## src/rtl/dma_err_pkg.sv

```systemverilog
`timescale 1ns/1ps
package dma_err_pkg;

  typedef enum logic [1:0] {
    CH_IDLE   = 2'd0,
    CH_ACTIVE = 2'd1,
    CH_DRAIN  = 2'd2
  } chState_e;

  // strobes from control to datapath
  typedef struct packed {
    logic start;
    logic active;
    logic done;
    logic errHit;
  } ctlStrobes_t;

  // conditions from datapath to control
  typedef struct packed {
    logic chanGo;
    logic xferDone;
    logic rspErr;
    logic outZero;
  } dpStatus_t;

  localparam logic [1:0] REG_CHAN = 2'd0;
  localparam logic [1:0] REG_DESC = 2'd1;
  localparam logic [1:0] REG_STAT = 2'd2;

endpackage

```

## src/rtl/dmaErrFifo.sv

```systemverilog
`timescale 1ns/1ps
module dmaErrFifo #(
  parameter int WIDTH = 32,
  parameter int DEPTH = 4
) (
  input  logic             clk,
  input  logic             rstN,
  input  logic             flush,
  input  logic             push,
  input  logic             pop,
  input  logic [WIDTH-1:0] wrData,
  output logic [WIDTH-1:0] rdData,
  output logic             empty
);
  localparam int PTR_W = (DEPTH > 1) ? $clog2(DEPTH) : 1;
  localparam int CNT_W = $clog2(DEPTH + 1);
  localparam logic [PTR_W-1:0] PTR_LAST = PTR_W'(DEPTH - 1);

  logic [WIDTH-1:0] store [DEPTH];
  logic [PTR_W-1:0] wrPtr, rdPtr;
  logic [CNT_W-1:0] count;

  assign rdData = store[rdPtr];
  assign empty  = (count == '0);

  for (genvar gi = 0; gi < DEPTH; gi++) begin : g_slot
    always_ff @(posedge clk) begin
      if (push && !flush && wrPtr == PTR_W'(gi)) store[gi] <= wrData;
    end
  end

  always_ff @(posedge clk or negedge rstN) begin
    if (!rstN) begin
      wrPtr <= '0;
      rdPtr <= '0;
      count <= '0;
    end else if (flush) begin
      wrPtr <= '0;
      rdPtr <= '0;
      count <= '0;
    end else begin
      if (push) wrPtr <= (wrPtr == PTR_LAST) ? '0 : wrPtr + PTR_W'(1);
      if (pop)  rdPtr <= (rdPtr == PTR_LAST) ? '0 : rdPtr + PTR_W'(1);
      unique case ({push, pop})
        2'b10:   count <= count + CNT_W'(1);
        2'b01:   count <= count - CNT_W'(1);
        default: count <= count;
      endcase
    end
  end
endmodule

```

## src/rtl/dmaErrCtrl.sv

```systemverilog
`timescale 1ns/1ps
module dmaErrCtrl
  import dma_err_pkg::*;
(
  input  logic        clk,
  input  logic        rstN,
  input  dpStatus_t   st,
  output ctlStrobes_t ctl,
  output logic        busAbort
);
  chState_e state, stateNext;

  always_comb begin
    stateNext = state;
    ctl       = '0;
    unique case (state)
      CH_IDLE: begin
        if (st.chanGo) begin
          ctl.start = 1'b1;
          stateNext = CH_ACTIVE;
        end
      end
      CH_ACTIVE: begin
        ctl.active = 1'b1;
        if (st.rspErr) begin
          ctl.errHit = 1'b1;
          stateNext  = CH_DRAIN;
        end else if (st.xferDone) begin
          ctl.done  = 1'b1;
          stateNext = CH_IDLE;
        end
      end
      CH_DRAIN: begin
        if (st.outZero) stateNext = CH_IDLE;
      end
      default: stateNext = CH_IDLE;
    endcase
  end

  always_ff @(posedge clk or negedge rstN) begin
    if (!rstN) begin
      state    <= CH_IDLE;
      busAbort <= 1'b0;
    end else begin
      state    <= stateNext;
      busAbort <= ctl.errHit;
    end
  end
endmodule

```

## src/rtl/dmaErrDatapath.sv

```systemverilog
`timescale 1ns/1ps
module dmaErrDatapath
  import dma_err_pkg::*;
#(
  parameter int ADDR_W     = 32,
  parameter int DATA_W     = 32,
  parameter int LEN_W      = 16,
  parameter int FIFO_DEPTH = 4
) (
  input  logic              clk,
  input  logic              rstN,
  input  ctlStrobes_t       ctl,
  output dpStatus_t         st,
  input  logic              regWrEn,
  input  logic [1:0]        regAddr,
  input  logic [ADDR_W-1:0] regWrData,
  output logic [ADDR_W-1:0] regRdData,
  output logic [ADDR_W-1:0] descAddr,
  input  logic [ADDR_W-1:0] descSrc,
  input  logic [LEN_W-1:0]  descLen,
  input  logic [ADDR_W-1:0] descNext,
  output logic              memReqValid,
  input  logic              memReqReady,
  output logic [ADDR_W-1:0] memReqAddr,
  input  logic              memRspValid,
  input  logic [DATA_W-1:0] memRspData,
  input  logic              memRspErr,
  output logic              busValid,
  input  logic              busReady,
  output logic [DATA_W-1:0] busData,
  output logic              busLast,
  output logic              irq
);
  localparam int CNT_W = $clog2(FIFO_DEPTH + 1);
  localparam int SUM_W = CNT_W + 1;
  localparam logic [ADDR_W-1:0] ADDR_STEP  = ADDR_W'(DATA_W / 8);
  localparam logic [SUM_W-1:0]  CREDIT_MAX = SUM_W'(FIFO_DEPTH);
  localparam logic [LEN_W-1:0]  LEN_ONE    = LEN_W'(1);

  logic              chEn, chErr, memErrFlag, irqEn;
  logic [ADDR_W-1:0] descPtr, curNext, curAddr;
  logic [LEN_W-1:0]  curLen, issuedCnt, sentCnt;
  logic [CNT_W-1:0]  outCnt, bufCnt;
  logic [SUM_W-1:0]  inFlight;
  logic              fifoEmpty, reqFire, busFire, pushRsp;
  logic              wrChan, wrDesc, wrStat;

  assign wrChan = regWrEn && (regAddr == REG_CHAN);
  assign wrDesc = regWrEn && (regAddr == REG_DESC);
  assign wrStat = regWrEn && (regAddr == REG_STAT);

  assign inFlight    = SUM_W'(outCnt) + SUM_W'(bufCnt);
  assign memReqValid = ctl.active && (issuedCnt != curLen) && (inFlight < CREDIT_MAX);
  assign memReqAddr  = curAddr;
  assign reqFire     = memReqValid && memReqReady;

  assign busValid = ctl.active && !fifoEmpty;
  assign busLast  = busValid && (sentCnt == curLen - LEN_ONE);
  assign busFire  = busValid && busReady;
  assign pushRsp  = ctl.active && memRspValid && !memRspErr;

  assign descAddr = descPtr;
  assign irq      = memErrFlag && irqEn;

  assign st.chanGo   = chEn && !chErr;
  assign st.xferDone = (sentCnt == curLen) && (outCnt == '0);
  assign st.rspErr   = memRspValid && memRspErr;
  assign st.outZero  = (outCnt == '0);

  dmaErrFifo #(.WIDTH(DATA_W), .DEPTH(FIFO_DEPTH)) fifo_i (
    .clk    (clk),
    .rstN   (rstN),
    .flush  (ctl.errHit),
    .push   (pushRsp),
    .pop    (busFire),
    .wrData (memRspData),
    .rdData (busData),
    .empty  (fifoEmpty)
  );

  // buffer occupancy, shadowed here for the request credit
  always_ff @(posedge clk or negedge rstN) begin
    if (!rstN) bufCnt <= '0;
    else if (ctl.errHit) bufCnt <= '0;
    else begin
      unique case ({pushRsp, busFire})
        2'b10:   bufCnt <= bufCnt + CNT_W'(1);
        2'b01:   bufCnt <= bufCnt - CNT_W'(1);
        default: bufCnt <= bufCnt;
      endcase
    end
  end

  always_ff @(posedge clk or negedge rstN) begin
    if (!rstN) outCnt <= '0;
    else begin
      unique case ({reqFire, memRspValid})
        2'b10:   outCnt <= outCnt + CNT_W'(1);
        2'b01:   outCnt <= outCnt - CNT_W'(1);
        default: outCnt <= outCnt;
      endcase
    end
  end

  always_ff @(posedge clk or negedge rstN) begin
    if (!rstN) begin
      curAddr   <= '0;
      curLen    <= '0;
      issuedCnt <= '0;
      sentCnt   <= '0;
    end else if (ctl.start) begin
      curAddr   <= descSrc;
      curLen    <= descLen;
      issuedCnt <= '0;
      sentCnt   <= '0;
    end else if (ctl.errHit) begin
      curLen    <= '0;
      issuedCnt <= '0;
      sentCnt   <= '0;
    end else begin
      if (reqFire) begin
        curAddr   <= curAddr + ADDR_STEP;
        issuedCnt <= issuedCnt + LEN_ONE;
      end
      if (busFire) sentCnt <= sentCnt + LEN_ONE;
    end
  end

  always_ff @(posedge clk or negedge rstN) begin
    if (!rstN) begin
      chEn       <= 1'b0;
      chErr      <= 1'b0;
      memErrFlag <= 1'b0;
      irqEn      <= 1'b0;
      descPtr    <= '0;
      curNext    <= '0;
    end else begin
      if (ctl.errHit)                        chEn <= 1'b0;
      else if (ctl.done && curNext == '0)    chEn <= 1'b0;
      else if (wrChan) begin
        if (!regWrData[0])                   chEn <= 1'b0;
        else if (!chErr)                     chEn <= 1'b1;
      end

      if (ctl.errHit)                        chErr <= 1'b1;
      else if (wrChan && regWrData[1])       chErr <= 1'b0;

      if (ctl.done)                          descPtr <= curNext;
      else if (wrDesc && !chEn)              descPtr <= regWrData;

      if (ctl.start)                         curNext <= descNext;

      if (ctl.errHit)                        memErrFlag <= 1'b1;
      else if (wrStat && regWrData[0])       memErrFlag <= 1'b0;

      if (wrStat)                            irqEn <= regWrData[1];
    end
  end

  always_comb begin
    unique case (regAddr)
      REG_CHAN: regRdData = ADDR_W'({chErr, chEn});
      REG_DESC: regRdData = descPtr;
      REG_STAT: regRdData = ADDR_W'({irqEn, memErrFlag});
      default:  regRdData = '0;
    endcase
  end
endmodule

```

## src/rtl/dmaErrChan.sv

```systemverilog
`timescale 1ns/1ps
module dmaErrChan
  import dma_err_pkg::*;
#(
  parameter int ADDR_W     = 32,
  parameter int DATA_W     = 32,
  parameter int LEN_W      = 16,
  parameter int FIFO_DEPTH = 4
) (
  input  logic              clk,
  input  logic              rstN,
  input  logic              regWrEn,
  input  logic [1:0]        regAddr,
  input  logic [ADDR_W-1:0] regWrData,
  output logic [ADDR_W-1:0] regRdData,
  output logic [ADDR_W-1:0] descAddr,
  input  logic [ADDR_W-1:0] descSrc,
  input  logic [LEN_W-1:0]  descLen,
  input  logic [ADDR_W-1:0] descNext,
  output logic              memReqValid,
  input  logic              memReqReady,
  output logic [ADDR_W-1:0] memReqAddr,
  input  logic              memRspValid,
  input  logic [DATA_W-1:0] memRspData,
  input  logic              memRspErr,
  output logic              busValid,
  input  logic              busReady,
  output logic [DATA_W-1:0] busData,
  output logic              busLast,
  output logic              busAbort,
  output logic              irq
);
  ctlStrobes_t ctl;
  dpStatus_t   st;

  dmaErrCtrl ctrl_i (
    .clk      (clk),
    .rstN     (rstN),
    .st       (st),
    .ctl      (ctl),
    .busAbort (busAbort)
  );

  dmaErrDatapath #(
    .ADDR_W     (ADDR_W),
    .DATA_W     (DATA_W),
    .LEN_W      (LEN_W),
    .FIFO_DEPTH (FIFO_DEPTH)
  ) dp_i (
    .clk         (clk),
    .rstN        (rstN),
    .ctl         (ctl),
    .st          (st),
    .regWrEn     (regWrEn),
    .regAddr     (regAddr),
    .regWrData   (regWrData),
    .regRdData   (regRdData),
    .descAddr    (descAddr),
    .descSrc     (descSrc),
    .descLen     (descLen),
    .descNext    (descNext),
    .memReqValid (memReqValid),
    .memReqReady (memReqReady),
    .memReqAddr  (memReqAddr),
    .memRspValid (memRspValid),
    .memRspData  (memRspData),
    .memRspErr   (memRspErr),
    .busValid    (busValid),
    .busReady    (busReady),
    .busData     (busData),
    .busLast     (busLast),
    .irq         (irq)
  );
endmodule

```

## config.mk

```make
export PLATFORM = sky130hd
export DESIGN_NAME = dmaErrChan
export DESIGN_NICKNAME = d
export VERILOG_FILES = /design/src/rtl/dma_err_pkg.sv /design/src/rtl/dmaErrFifo.sv /design/src/rtl/dmaErrCtrl.sv /design/src/rtl/dmaErrDatapath.sv /design/src/rtl/dmaErrChan.sv
export SDC_FILE = /design/constraint.sdc
export NUM_CORES = 1
export LEC_CHECK = 0
export BUFFER_PORTS_ARGS = -buffer_cell sky130_fd_sc_hd__buf_2
export CORE_ASPECT_RATIO = 0.8
export CORE_MARGIN = 2
export CORE_UTILIZATION = 30
export DETAILED_ROUTE_END_ITERATION = 16
export RECOVER_POWER = 25
export SLEW_MARGIN = 20
export SYNTH_ARGS = -nofsm -noshare
export SYNTH_HDL_FRONTEND = slang
export SYNTH_SLANG_ARGS = --single-unit
```

## constraint.sdc

```tcl
create_clock -name clk -period 4.7 [get_ports clk]
set_input_delay 0.47 -clock clk [delete_from_list [all_inputs] [get_ports clk]]
set_output_delay 0.47 -clock clk [all_outputs]
set_load 0.005 [all_outputs]
```

== Word level (Yosys, flattened, before mapping) ==
Memory sizes are Yosys's and may differ from the RTL's.
Cells that the tools add are included.

* Register bits after elaboration: 164
* Bits in writable memories: 128
* Output and inout bits: 133
* Memories: 1

{| class="wikitable"
|+ Memories
! memory !! words !! bits a word !! rd ports !! clocked after memory_dff !! wr ports !! line !! text
|-
| dp_i.fifo_i.store || 4 || 32 || 1 || 0 || 1 || dmaErrFifo.sv:19 || <nowiki>logic [WIDTH-1:0] store [DEPTH];</nowiki>
|}

* Add/sub/neg operators: 13
* $lt $le $gt $ge: 1
* Equal/unequal tests: 20
* Mux-type cells: 62
* Reductions and logical operators: 53

{| class="wikitable"
|+ Operator list
! operator !! number
|-
| $mux 32 || 8
|-
| $mux 16 || 8
|-
| $pmux 32 s3 || 1
|-
| $reduce_or 32->1 || 3
|-
| $add 16x1->16 const B || 2
|-
| $add 32x3->32 const B || 1
|-
| $eq 16x16->1 || 2
|-
| $logic_not 32->1 || 1
|-
| $mux 2 || 13
|-
| $mux 1 || 25
|-
| $logic_and 1x1->1 || 24
|-
| $pmux 3 s2 || 3
|-
| $ne 16x16->1 || 1
|-
| $reduce_bool 2->1 || 8
|-
| $sub 16x1->16 const B || 1
|-
| $eq 2x2->1 const B || 7
|-
| $reduce_bool 3->1 || 4
|-
| $eq 2x1->1 const B || 5
|-
| $add 3x1->3 const B || 3
|-
| $mux 3 || 3
|-
| $sub 3x1->3 const B || 3
|-
| $logic_not 2->1 || 3
|-
| $logic_not 3->1 || 2
|-
| $pmux 2 s3 || 1
|-
| 10 further kinds || 17
|}

== Logic depth before layout (Yosys ltp) ==
* Word-level depth: 15
* Mapped depth: 12
* Mapped depth without buffers: 11

== Hierarchy ==
A second synthesis with hierarchy kept.

* Cells, all modules: 1112
* Area total of the unflattened synthesis: 13678.1 um^2

{| class="wikitable"
|+ Modules (own cells, without submodules)
! module !! instances !! cells an instance !! area each (um^2)
|-
| dmaErrDatapath || 1 || 887 || 8414.3
|-
| dmaErrFifo || 1 || 213 || 5122.4
|-
| dmaErrCtrl || 1 || 12 || 141.4
|}

== Worst setup path before layout ==
Ideal clock, no wire load.

* Path kind: register to output
* Start point: register dp_i.curLen[0]
* End point: output busLast
* Data arrival time: 2.272 ns
* Setup slack: 1.958 ns
* Stages on the path, launching flop included: 10
* Path buffers: 1
* Cells stage by stage: dfrtp_1 > clkbuf_1 > inv_1 > ha_1 > or3b_1 > nor4_4 > and4b_1 > o31a_1 > a31oi_1 > a2111oi_2

* Cells in the longest elaborated chain, start to end: 3

{| class="wikitable"
|+ RTL lines
! item !! line !! text
|-
| start, declared || dmaErrDatapath.sv:42 || <nowiki>logic [LEN_W-1:0] curLen, issuedCnt, sentCnt;</nowiki>
|-
| start signal, assigned || dmaErrDatapath.sv:113 || <nowiki>curLen <= descLen;</nowiki>
|-
| $sub 16x1->16 || dmaErrDatapath.sv:58 || <nowiki>assign busLast = busValid && (sentCnt == curLen - LEN_ONE);</nowiki>
|-
| $eq 16x16->1 || dmaErrDatapath.sv:58 ||
|-
| $logic_and 1x1->1 || dmaErrDatapath.sv:58 ||
|-
| end, declared || dmaErrChan.sv:29 || <nowiki>output logic busLast,</nowiki>
|}

No other way between the ends.

== Worst setup path in the final report ==
Ends and elaborated chain as after synthesis.

==> impl_results.rst <==
.. list-table::
   :header-rows: 1

   * - Metric
     - Value
   * - Area of combinational cells with multiple inputs
     - 0.00527 mm²
   * - Critical Setup Path Class
     - reg2out
   * - Area taken by flip-flops and latches
     - 0.00795 mm²
   * - Placed wire-length estimate
     - 26,200 µm
   * - Portion of the post-synthesis area used by sequential elements
     - 58.8%
   * - CTS buffer count
     - 34
   * - Number of nets produced by synthesis
     - 1,316
   * - Clock Latency Late Sink
     - 0.54 ns
   * - CTS Root Cell
     - sky130_fd_sc_hd__clkbuf_16
   * - Register bit count reported by yosys
     - 292
   * - Worst setup EP type
     - output port
   * - # setup viols final
     - 0
   * - Met3 WL post-DR
     - 2150 µm
   * - Post-synthesis cell type count
     - 67
   * - Prevailing post-synth register cell
     - sky130_fd_sc_hd__dfrtp_1
   * - Number of buffers on the longest clock path
     - 3
   * - Highest clock frequency the design can meet
     - 276 MHz
   * - Wire length after detailed routing
     - 37,300 µm
   * - First DRT Iteration DRCs
     - 550
   * - Net total in the final layout
     - 1,587
   * - All-Layer GR Usage
     - 15.8%
   * - Startpoint of the most critical hold path
     - descNext[27]
   * - Crit path arrival time
     - 3.15 ns
   * - Antenna violations before repair
     - 5
   * - Pleak
     - 6.64 nW
   * - Slew HR
     - -78.3%
   * - # hold bufs at CTS
     - 0
   * - Vias after detailed routing
     - 9,895
   * - Largest net degree at the start of global routing
     - 98
   * - Final instance area
     - 0.0166 mm²
   * - Wl on met1
     - 17,500 µm
   * - DR pass1 iterations
     - 4
   * - Worst r2r dst
     - dp_i.outCnt[2]$_DFFE_PN0P_
   * - Post-detailed-route via-to-cell ratio
     - 4.83
   * - Non-filler cells, final
     - 2,047
   * - Count of pins over their slew limit
     - 98
   * - First-pass GRT wire length
     - 57,300 µm
   * - Via count of the first global-routing pass
     - 9,695
   * - Most common library cell in the layout ignoring fill and taps
     - sky130_fd_sc_hd__buf_2
   * - Critical path peak fanout
     - 6
   * - Average detailed-routed wire length per instance
     - 18.2 µm
   * - Transition time at the pin with the least slew margin
     - 2.67 ns
   * - Overall overflow remaining after global route
     - 0
   * - Starting utilization of the core area
     - 30.4%
   * - Total number of placement rows
     - 69
   * - Total core area
     - 0.0445 mm²
   * - Total die area
     - 0.0468 mm²
   * - Top layer used by detailed routing
     - met4
   * - Worst clock skew on the final layout
     - 0.0207 ns
   * - H-tree Lvls
     - 2
   * - Post-synthesis instance total
     - 1,148
   * - Asr flop ratio synth
     - 56.2%
   * - Placed cell count
     - 1,986
   * - Share of post-route cells with drive strength above 1
     - 26.0%
   * - Crit path required time
     - 4.23 ns
   * - Setup Fix Bufs, Post-CTS
     - 0
   * - Final hold slack
     - 0.122 ns
   * - Placed cell area
     - 0.0156 mm²
   * - Reg-to-reg setup timing slack
     - 1.69 ns
   * - Worst Setup Start Kind
     - flip-flop
   * - Met2 WL post-DR
     - 17,000 µm
   * - Power per unit of standard cell area
     - 572 mW/mm²
   * - Final hold violation count
     - 0
   * - Number of nets still failing antenna checks after routing
     - 0
   * - Post-route setup TNS
     - 0 ns
   * - Final critical delay including setup and external delays
     - 3.62 ns
   * - Hold Path Stages
     - 3
   * - Synth warnings
     - 0
   * - Filler cell count
     - 4,382
   * - Mean instance size in the synthesized netlist
     - 11.8 µm²
   * - I/O Pins
     - 286
   * - Maximum VDD drop
     - 0.225 mV
   * - DRC violations left
     - 0
   * - Total of max-cap violations
     - 1
   * - RSZ-0062 raised after global routing
     - false
   * - Number of gates resized after cts
     - 0
   * - Clock transition time at the flip-flop clock pins of the worst setup and hold paths
     - 0.06 ns
   * - Commonest cells after routing, fill and taps aside
     - 251 x sky130_fd_sc_hd__buf_2, 215 x sky130_fd_sc_hd__nand2_1, 162 x sky130_fd_sc_hd__dfrtp_1
   * - P&R area growth vs syn
     - 23.0%
   * - WHS Endpoint
     - dp_i.curNext[27]$_DFFE_PN0P_
   * - Height of the die
     - 194 µm
   * - Global placer's final weighted congestion
     - 0.825
   * - Horiz. Die Dim
     - 241 µm
   * - Result of the run
     - finished with violations
   * - FF-to-FF Start
     - dp_i.curLen[15]$_DFFE_PN0P_
   * - Violations in the final reports
     - capacitance limit, slew limit
   * - CTS tree
     - yes
   * - Summed instance area of the synthesized netlist
     - 0.0135 mm²
   * - Post-synth EDFFs
     - 128
   * - Tcrit/Tclk final
     - 77.0%
   * - R2R cell count
     - 12
   * - Number of input and output port buffers inserted
     - 285
   * - Number of clock sinks seen by CTS
     - 292
   * - Type of the most critical hold path
     - in2reg
   * - Final cell utilization of the core
     - 37.4%
[routing by layer]
metal | vias to the layer above | track usage (%)
li1 | 4675 | -
met1 | 4930 | 23.1
met2 | 246 | 23.6
met3 | 44 | 3.53
met4 | 0 | 4.21
met5 | - | 0
[critical path, cell delays in order, from the launching register on]
cell,delay (ns)
sky130_fd_sc_hd__dfrtp_1,0.45
sky130_fd_sc_hd__inv_1,0.10
sky130_fd_sc_hd__ha_1,0.27
sky130_fd_sc_hd__or3b_1,0.46
sky130_fd_sc_hd__nor4_4,0.34
sky130_fd_sc_hd__and4b_1,0.24
sky130_fd_sc_hd__o31a_1,0.14
sky130_fd_sc_hd__a31oi_1,0.05
sky130_fd_sc_hd__a2111oi_2,0.39
sky130_fd_sc_hd__buf_2,0.18
[cell type report]
class                      instances  share of cell area [%]
tap                              603                    4.53
timing repair buffer             300                    9.00
inverter                          15                   0.338
clock buffer                      47                    5.97
clock inverter                    11                   0.692
antenna                            3                  0.0451
sequential                       292                    47.8
multi-input combinational        776                    31.6
[sequential cells by signal, indices dropped and copies added, names as in the netlist]
name               count
dp_i.fifo_i.store    128
dp_i.curNext          32
dp_i.descAddr         32
dp_i.memReqAddr       32
dp_i.curLen           16
dp_i.issuedCnt        16
dp_i.sentCnt          16
dp_i.bufCnt            3
dp_i.fifo_i.count      3
dp_i.outCnt            3
ctrl_i.state           2
dp_i.fifo_i.rdPtr      2
dp_i.fifo_i.wrPtr      2
ctrl_i.busAbort        1
dp_i.chEn              1
dp_i.chErr             1
dp_i.irqEn             1
dp_i.memErrFlag        1
[cell usage after synthesis (3+ instances only)]
cell type                    n  area, µm²
sky130_fd_sc_hd__xor2_1     18        158
sky130_fd_sc_hd__nor2_1     60        225
sky130_fd_sc_hd__nand2_1   215        807
sky130_fd_sc_hd__buf_2      10       50.1
sky130_fd_sc_hd__a311oi_1    4       35.0
sky130_fd_sc_hd__mux2i_1    41        410
sky130_fd_sc_hd__buf_1       4       15.0
sky130_fd_sc_hd__edfxtp_1  128       3840
sky130_fd_sc_hd__nand4_1    22        138
sky130_fd_sc_hd__nor4b_1     5       43.8
sky130_fd_sc_hd__nor3_1     21        105
sky130_fd_sc_hd__clkbuf_1   49        184
sky130_fd_sc_hd__nor2b_1     3       18.8
sky130_fd_sc_hd__nand2b_1    5       31.3
sky130_fd_sc_hd__and3_1     12       75.1
sky130_fd_sc_hd__and2_1     36        225
sky130_fd_sc_hd__inv_1      13       48.8
sky130_fd_sc_hd__a21oi_1    18       90.1
sky130_fd_sc_hd__a211oi_1    4       30.0
sky130_fd_sc_hd__ha_1       12        150
sky130_fd_sc_hd__o21ai_1     4       20.0
sky130_fd_sc_hd__nor3b_1     4       30.0
sky130_fd_sc_hd__or2_2       3       18.8
sky130_fd_sc_hd__dfrtp_1   164       4100
sky130_fd_sc_hd__a31oi_1     3       18.8
sky130_fd_sc_hd__a31o_2      3       26.3
sky130_fd_sc_hd__fa_1        3       60.1
sky130_fd_sc_hd__nand3_1    26        130
sky130_fd_sc_hd__o211ai_1    4       30.0
sky130_fd_sc_hd__nor4_1     36        225
sky130_fd_sc_hd__a22o_1     15        131
sky130_fd_sc_hd__or4_1       3       22.5
sky130_fd_sc_hd__xnor2_1    67        587
sky130_fd_sc_hd__o21ai_0    57        285
sky130_fd_sc_hd__and4_1      3       26.3
sky130_fd_sc_hd__mux4_2     32        721
[cells by family after synthesis]
kind of cell / count (synthesis) / synth area share [%]
muxes: 75 / 8.53
AOI/OAI and AO/OA: 130 / 6.13
DFF: 292 / 58.8
adders and majority gates: 15 / 1.55
xor gates and xnor gates: 85 / 5.50
and+or+nand+nor: 471 / 17.1
buffers and inverters: 80 / 2.40
[how the worst max path moves through the flow]
stage,endpoint,cells past startpoint,from
final,busLast,9,dp_i.curLen[0]$_DFFE_PN0P_
after global routing,busLast,9,dp_i.curLen[0]$_DFFE_PN0P_
after CTS,busLast,9,dp_i.curLen[0]$_DFFE_PN0P_
after detailed placement,busLast,9,dp_i.curLen[1]$_DFFE_PN0P_
after global placement,busLast,9,dp_i.curLen[0]$_DFFE_PN0P_
after floorplan,busLast,9,dp_i.curLen[0]$_DFFE_PN0P_
[through the flow]
step | power (W) | setup WS, ns
floorplan | 0.00571 | 1.96
global placement | 0.00688 | 1.64
detailed placement | 0.00693 | 1.64
CTS | 0.00965 | 1.03
global route | 0.0101 | 0.845
finish | 0.00952 | 1.08
[report_power, final]
group,leakage (nW),switching (W),internal [W]
combinational,2.90,0.00147,0.00134
sequential,3.21,0.000755,0.00329
clock,0.536,0.00107,0.00159
No activity file was read; power rests on OpenSTA's default activity.
